$ cat src/rtl/brPkg.sv
package brPkg;
  typedef enum logic [1:0] {
    KIND_UNCOND    = 2'd0,
    KIND_COND      = 2'd1,
    KIND_LINKREG   = 2'd2,
    KIND_TARGETREG = 2'd3
  } brKind_t;

  typedef enum logic [1:0] {
    SRC_SEQ = 2'd0,
    SRC_REL = 2'd1,
    SRC_ABS = 2'd2,
    SRC_REG = 2'd3
  } brSrc_t;

  // strobes from control to datapath
  typedef struct packed {
    logic   load;   // capture a new result
    logic   drain;  // result consumed, nothing new: clear flags
    brSrc_t src;    // where the next address comes from
  } brStrobe_t;

  localparam int BO_W = 5;
endpackage

$ cat src/rtl/brControl.sv
module brControl
  import brPkg::*;
#(
  parameter int CR_W  = 32,
  parameter int CTR_W = 32,
  parameter int BI_W  = $clog2(CR_W)
) (
  input  logic             clk,
  input  logic             rstN,
  input  logic             inValid,
  output logic             inReady,
  input  brKind_t          kind,
  input  logic             aaBit,
  input  logic [BO_W-1:0]  boField,
  input  logic [BI_W-1:0]  biField,
  input  logic [CR_W-1:0]  condReg,
  input  logic [CTR_W-1:0] sprCount,
  output logic             outValid,
  input  logic             outReady,
  output brStrobe_t        strobe
);
  localparam logic [BI_W-1:0] TOP_IDX = BI_W'(CR_W - 1);

  logic [CTR_W-1:0] ctrNext;
  logic             ctrZero;
  logic             ctrOk;
  logic [BI_W-1:0]  crIdx;
  logic             crBit;
  logic             condOk;
  logic             pass;
  logic             validQ;

  // counter test (option bit 2 clear enables it, bit 1 picks zero / non-zero)
  assign ctrNext = sprCount - CTR_W'(1);
  assign ctrZero = (ctrNext == '0);
  assign ctrOk   = boField[2] | (ctrZero == boField[1]);

  // condition-bit test (bit 0 of the selector is the most significant bit)
  assign crIdx  = TOP_IDX - biField;
  assign crBit  = condReg[crIdx];
  assign condOk = boField[4] | (crBit == boField[3]);

  assign pass = (kind == KIND_UNCOND) | (ctrOk & condOk);

  always_comb begin
    if (!pass) begin
      strobe.src = SRC_SEQ;
    end else begin
      unique case (kind)
        KIND_UNCOND, KIND_COND: strobe.src = aaBit ? SRC_ABS : SRC_REL;
        default:                strobe.src = SRC_REG;
      endcase
    end
  end

  assign inReady      = ~validQ | outReady;
  assign strobe.load  = inValid & inReady;
  assign strobe.drain = validQ & outReady & ~strobe.load;

  always_ff @(posedge clk) begin
    if (!rstN) begin
      validQ <= 1'b0;
    end else if (strobe.load) begin
      validQ <= 1'b1;
    end else if (outReady) begin
      validQ <= 1'b0;
    end
  end

  assign outValid = validQ;
endmodule

$ cat src/rtl/brDatapath.sv
module brDatapath
  import brPkg::*;
#(
  parameter int ADDR_W  = 32,
  parameter int LONG_W  = 24,
  parameter int SHORT_W = 14
) (
  input  logic              clk,
  input  logic              rstN,
  input  brStrobe_t         strobe,
  input  brKind_t           kind,
  input  logic              lkBit,
  input  logic [ADDR_W-1:0] instAddr,
  input  logic [LONG_W-1:0] dispWord,
  input  logic [ADDR_W-1:0] sprTarget,
  output logic [ADDR_W-1:0] nextAddr,
  output logic              nextTaken,
  output logic [ADDR_W-1:0] linkAddr,
  output logic              linkWrite
);
  localparam int LONG_PAD  = ADDR_W - LONG_W - 2;
  localparam int SHORT_PAD = ADDR_W - SHORT_W - 2;
  localparam logic [ADDR_W-1:0] ALIGN_MASK = ~ADDR_W'(3);
  localparam logic [ADDR_W-1:0] WORD_STEP  = ADDR_W'(4);

  logic [ADDR_W-1:0] baseAddr;
  logic [ADDR_W-1:0] seqAddr;
  logic [ADDR_W-1:0] longOff;
  logic [ADDR_W-1:0] shortOff;
  logic [ADDR_W-1:0] offset;
  logic [ADDR_W-1:0] relAddr;
  logic [ADDR_W-1:0] regAddr;
  logic [ADDR_W-1:0] resolved;

  assign baseAddr = instAddr & ALIGN_MASK;
  assign seqAddr  = baseAddr + WORD_STEP;

  assign longOff  = {{LONG_PAD{dispWord[LONG_W-1]}}, dispWord, 2'b00};
  assign shortOff = {{SHORT_PAD{dispWord[SHORT_W-1]}}, dispWord[SHORT_W-1:0], 2'b00};
  assign offset   = (kind == KIND_COND) ? shortOff : longOff;
  assign relAddr  = baseAddr + offset;
  assign regAddr  = sprTarget & ALIGN_MASK;

  always_comb begin
    unique case (strobe.src)
      SRC_REL: resolved = relAddr;
      SRC_ABS: resolved = offset;
      SRC_REG: resolved = regAddr;
      default: resolved = seqAddr;
    endcase
  end

  always_ff @(posedge clk) begin
    if (!rstN) begin
      nextAddr  <= '0;
      nextTaken <= 1'b0;
      linkAddr  <= '0;
      linkWrite <= 1'b0;
    end else if (strobe.load) begin
      nextAddr  <= resolved;
      nextTaken <= (resolved != seqAddr);
      linkAddr  <= seqAddr;
      linkWrite <= lkBit;
    end else if (strobe.drain) begin
      nextTaken <= 1'b0;
      linkWrite <= 1'b0;
    end
  end
endmodule

$ cat src/rtl/branchUnit.sv
module branchUnit
  import brPkg::*;
#(
  parameter int ADDR_W  = 32,
  parameter int CR_W    = 32,
  parameter int LONG_W  = 24,
  parameter int SHORT_W = 14,
  parameter int BI_W    = $clog2(CR_W)
) (
  input  logic              clk,
  input  logic              rstN,
  input  logic              inValid,
  output logic              inReady,
  input  logic [1:0]        opKind,
  input  logic              aaBit,
  input  logic              lkBit,
  input  logic [4:0]        boField,
  input  logic [BI_W-1:0]   biField,
  input  logic [LONG_W-1:0] dispWord,
  input  logic [ADDR_W-1:0] instAddr,
  input  logic [CR_W-1:0]   condReg,
  input  logic [ADDR_W-1:0] sprTarget,
  input  logic [ADDR_W-1:0] sprCount,
  output logic              outValid,
  input  logic              outReady,
  output logic [ADDR_W-1:0] nextAddr,
  output logic              nextTaken,
  output logic [ADDR_W-1:0] linkAddr,
  output logic              linkWrite
);
  brKind_t   kindT;
  brStrobe_t strobe;

  assign kindT = brKind_t'(opKind);

  brControl #(
    .CR_W (CR_W),
    .CTR_W(ADDR_W),
    .BI_W (BI_W)
  ) i_ctrl (
    .clk     (clk),
    .rstN    (rstN),
    .inValid (inValid),
    .inReady (inReady),
    .kind    (kindT),
    .aaBit   (aaBit),
    .boField (boField),
    .biField (biField),
    .condReg (condReg),
    .sprCount(sprCount),
    .outValid(outValid),
    .outReady(outReady),
    .strobe  (strobe)
  );

  brDatapath #(
    .ADDR_W (ADDR_W),
    .LONG_W (LONG_W),
    .SHORT_W(SHORT_W)
  ) i_data (
    .clk      (clk),
    .rstN     (rstN),
    .strobe   (strobe),
    .kind     (kindT),
    .lkBit    (lkBit),
    .instAddr (instAddr),
    .dispWord (dispWord),
    .sprTarget(sprTarget),
    .nextAddr (nextAddr),
    .nextTaken(nextTaken),
    .linkAddr (linkAddr),
    .linkWrite(linkWrite)
  );
endmodule

$ cat config.mk
export PLATFORM = sky130hd
export DESIGN_NAME = branchUnit
export DESIGN_NICKNAME = d
export VERILOG_FILES = /design/src/rtl/brPkg.sv /design/src/rtl/brControl.sv /design/src/rtl/brDatapath.sv /design/src/rtl/branchUnit.sv
export SDC_FILE = /design/constraint.sdc
export NUM_CORES = 1
export LEC_CHECK = 0
export ABC_AREA = 1
export BUFFER_PORTS_ARGS = -buffer_cell sky130_fd_sc_hd__buf_2
export CORE_ASPECT_RATIO = 1.2
export CORE_MARGIN = 1.5
export CORE_UTILIZATION = 53
export CTS_BUF_LIST = sky130_fd_sc_hd__clkbuf_4 sky130_fd_sc_hd__clkbuf_8
export DETAILED_ROUTE_END_ITERATION = 16
export GPL_TIMING_DRIVEN = 0
export PLACE_DENSITY_LB_ADDON = 0.1
export SYNTH_ARGS = -nofsm -noshare
export SYNTH_HDL_FRONTEND = slang
export SYNTH_SLANG_ARGS = --single-unit
$ cat constraint.sdc
create_clock -name clk -period 3.55 [get_ports clk]
set_input_delay 0.1775 -clock clk [delete_from_list [all_inputs] [get_ports clk]]
set_output_delay 0.1775 -clock clk [all_outputs]
set_load 0.01 [all_outputs]
==> flow_summary.toml <==
[route]
top_layer_used = "met4"
antenna_left = 0
dr.pass1.iters = 7
vias_per_cell = 5.57
drc = 0
m1WireLength_um = 10400
wl_um = 24700
num_vias = 8888
drtIter0Drc = 710
wl_met2_um = 11400
wl_met3_um = 2100
wl_per_cell_um = 15.5

[logic_synthesis]
yosysWarnings = 0
synth_top_cells_by_area = "dfxtp_1 (18%), nand2_1 (15%), o21ai_0 (8.9%)"
syn-instance-count = 1188
yosysMostFrequentCell = "nand2_1"
yosysTopAreaCell = "dfxtp_1"
yosys.area.top_type_share_pct = 18.2
synthTopCellsByCount = "nand2_1 (282), inv_1 (136), nor2_1 (126), o21ai_0 (123), a21oi_1 (97)"
synth-seq-cells = 63
synth_top_flop_cell = "dfxtp_1"
synth_edf_count = 0
ys_seq_area_share_pct = 18.2
syn-cell-area_um2 = 6940
ys_async_sr_fraction_pct = 0
syn_avg_cell_area_um2 = 5.84
synth_cell_type_count = 52

[placement]
place_inst = 1581
portBuffers = 226
detailed_place_hpwl_um = 20600
gp_congestion = 1.00

[worst_hold_path]
hold_path_class = "in -> reg"

[layout]
diodes = 0
final_core_util_pct = 66.5
layout-drive-gt1-share_pct = 21.5
final_cells = 1597
syn_to_final_growth_pct = 22.0
nets = 1629

[sta]
hold_violations = 0
finalCritPeriodShare_pct = 92.5
rsz0062_at_grt = "false"
final-max-slew-violation-count = 0
period_minus_slack_ns = 3.28
clock_skew_ns = 0.00643
clock.fmax_ghz = 0.304
tns_ns = 0
tightest_slew_ns = 0.784
setup-violations-final = 0
max_slew_margin_pct = 47.5

[clock_network]
clockBufferDepth = 2
numClockSinks = 63
path_clk_slew_ns = 0.07
insertion_delay_ns = 0.35
cts_root_buf = "clkbuf_8"
cts_buffers = 9
postCtsHoldBufs = 0
htree_levels = 3
tritoncts = "built"

[global_routing]
grt_max_degree = 13
grt.overflow.total = 0
grt.total_usage_pct = 35.0
grt_pass1_vias = 8056
antenna_found_initial = 0
grt_pass1_wl_um = 38300

[pwr]
leakage_uw = 0.00437
peakVddDrop_mv = 0.260
total_power_uw = 2500
pwr_density_cell_nw_per_um2 = 295

[worst_setup_path]
endpoint_kind = "flop"
start_kind = "primary input"
crit_fanout = 10
cp.required_ns = 3.79
arrival_ns = 3.53
critical_path_class = "in -> reg"

[job]
maxCapViolCount = 0

[floorplan]
num_rows = 45
fp.coreArea_um2 = 12700
die-width_um = 107
die_area_um2 = 13800
io_pins = 238
start_util_pct = 54.5
fp.dieH_um = 128

[status]
outcome = "completed"
==> per-layer routing <==
| layer | up-vias | track usage, % |
|---|---|---|
| met5 | - | 0 |
| met4 | 0 | 13.9 |
| met3 | 56 | 4.17 |
| li1 | 4458 | - |
| met2 | 423 | 59.6 |
| met1 | 3951 | 44.9 |
==> where the power goes <==
part           total, uW  switching (uW)  internal (uW)
registers            803            33.2            770
clock network        550             297            252
logic               1140             727            415
==> layout by cell type, fill, tap and decap left out, types with 21 or more instances in the layout <==
cell type,instances
nand2_1,281
buf_2,230
inv_1,136
nor2_1,126
o21ai_0,119
a21oi_1,97
nand3_1,89
dfxtp_1,63
nand4_1,31
ha_1,30
clkbuf_1,22
xor2_1,21
==> per-stage QoR <==
stage / setup slack, ns / hold slack (ns) / cell area (um2)
detailed placement: -0.264 / 0.449 / 8280
floorplan: 0.712 / 0.267 / 6950
CTS: 0.0887 / 0.0854 / 8460
global placement: -0.223 / 0.436 / 8280
finish: 0.266 / 0.0930 / 8460
global route: 0.0119 / 0.120 / 8460
==> registers in the layout (all words and copies together), names as in the netlist <==
| register | cells |
|---|---|
| i_ctrl.outValid | 1 |
| i_data.linkAddr | 30 |
| i_data.linkWrite | 1 |
| i_data.nextAddr | 30 |
| i_data.nextTaken | 1 |
==> final timing paths <==
| path | startpoint | to | slack, ns | cells after the start |
|---|---|---|---|---|
| worst max-delay path | opKind[0] | i_data.nextTaken | 0.27 | 22 |
| worst min register to register | i_data.linkAddr[3] | i_data.linkAddr[3] | 0.48 | 2 |
| worst max register to register | i_ctrl.outValid | i_data.linkAddr[25] | 1.74 | 7 |
| worst min-delay path | lkBit | i_data.linkWrite | 0.09 | 3 |
==> cell type report <==
| cell class | count | area [um2] |
|---|---|---|
| Multi-Input combinational cell | 947 | 4940 |
| Fill cell | 1305 | 4270 |
| Sequential cell | 63 | 1260 |
| Timing Repair Buffer | 226 | 1130 |
| Inverter | 139 | 524 |
| Buffer | 42 | 226 |
| Tap cell | 164 | 205 |
| Clock buffer | 9 | 124 |
| Clock inverter | 7 | 47.5 |
==> kinds of logic (layout without fill, tap and decap cells) <==
| family | Yosys count | in the layout | synth area share (%) |
|---|---|---|---|
| flops | 63 | 63 | 18.2 |
| buf+inv | 181 | 423 | 10.8 |
| simple gates | 594 | 594 | 38.4 |
| compound gates | 292 | 292 | 23.6 |
| other cells | 1 | 4 | 0.0541 |
| xor+xnor | 24 | 24 | 3.03 |
| fa+ha+maj | 31 | 31 | 5.70 |
| mux | 2 | 2 | 0.289 |
==> critical path, cell delays in order <==
cell	delay [ns]
buf_2	0.09
inv_1	0.06
nor2_1	0.06
clkbuf_2	0.18
o21ai_1	0.24
inv_1	0.21
ha_1	0.45
nand2_1	0.15
nor2_1	0.17
inv_1	0.08
o311ai_0	0.57
xor2_1	0.20
nand3_2	0.14
nand3_1	0.09
nand3_1	0.09
nand2_1	0.06
nor2_1	0.08
nand2_1	0.05
nor2_1	0.11
nand3_1	0.10
nand2_1	0.11
a21oi_2	0.06
==> what timing repair did <==
item / CTS / global route
setup buffers: 0 / 0
setup endpoints to repair: 0 / 1
gates resized for setup: 0 / 7
endpoints found under the hold margin: 0 / 0
Power figures use the tool's default switching activity.
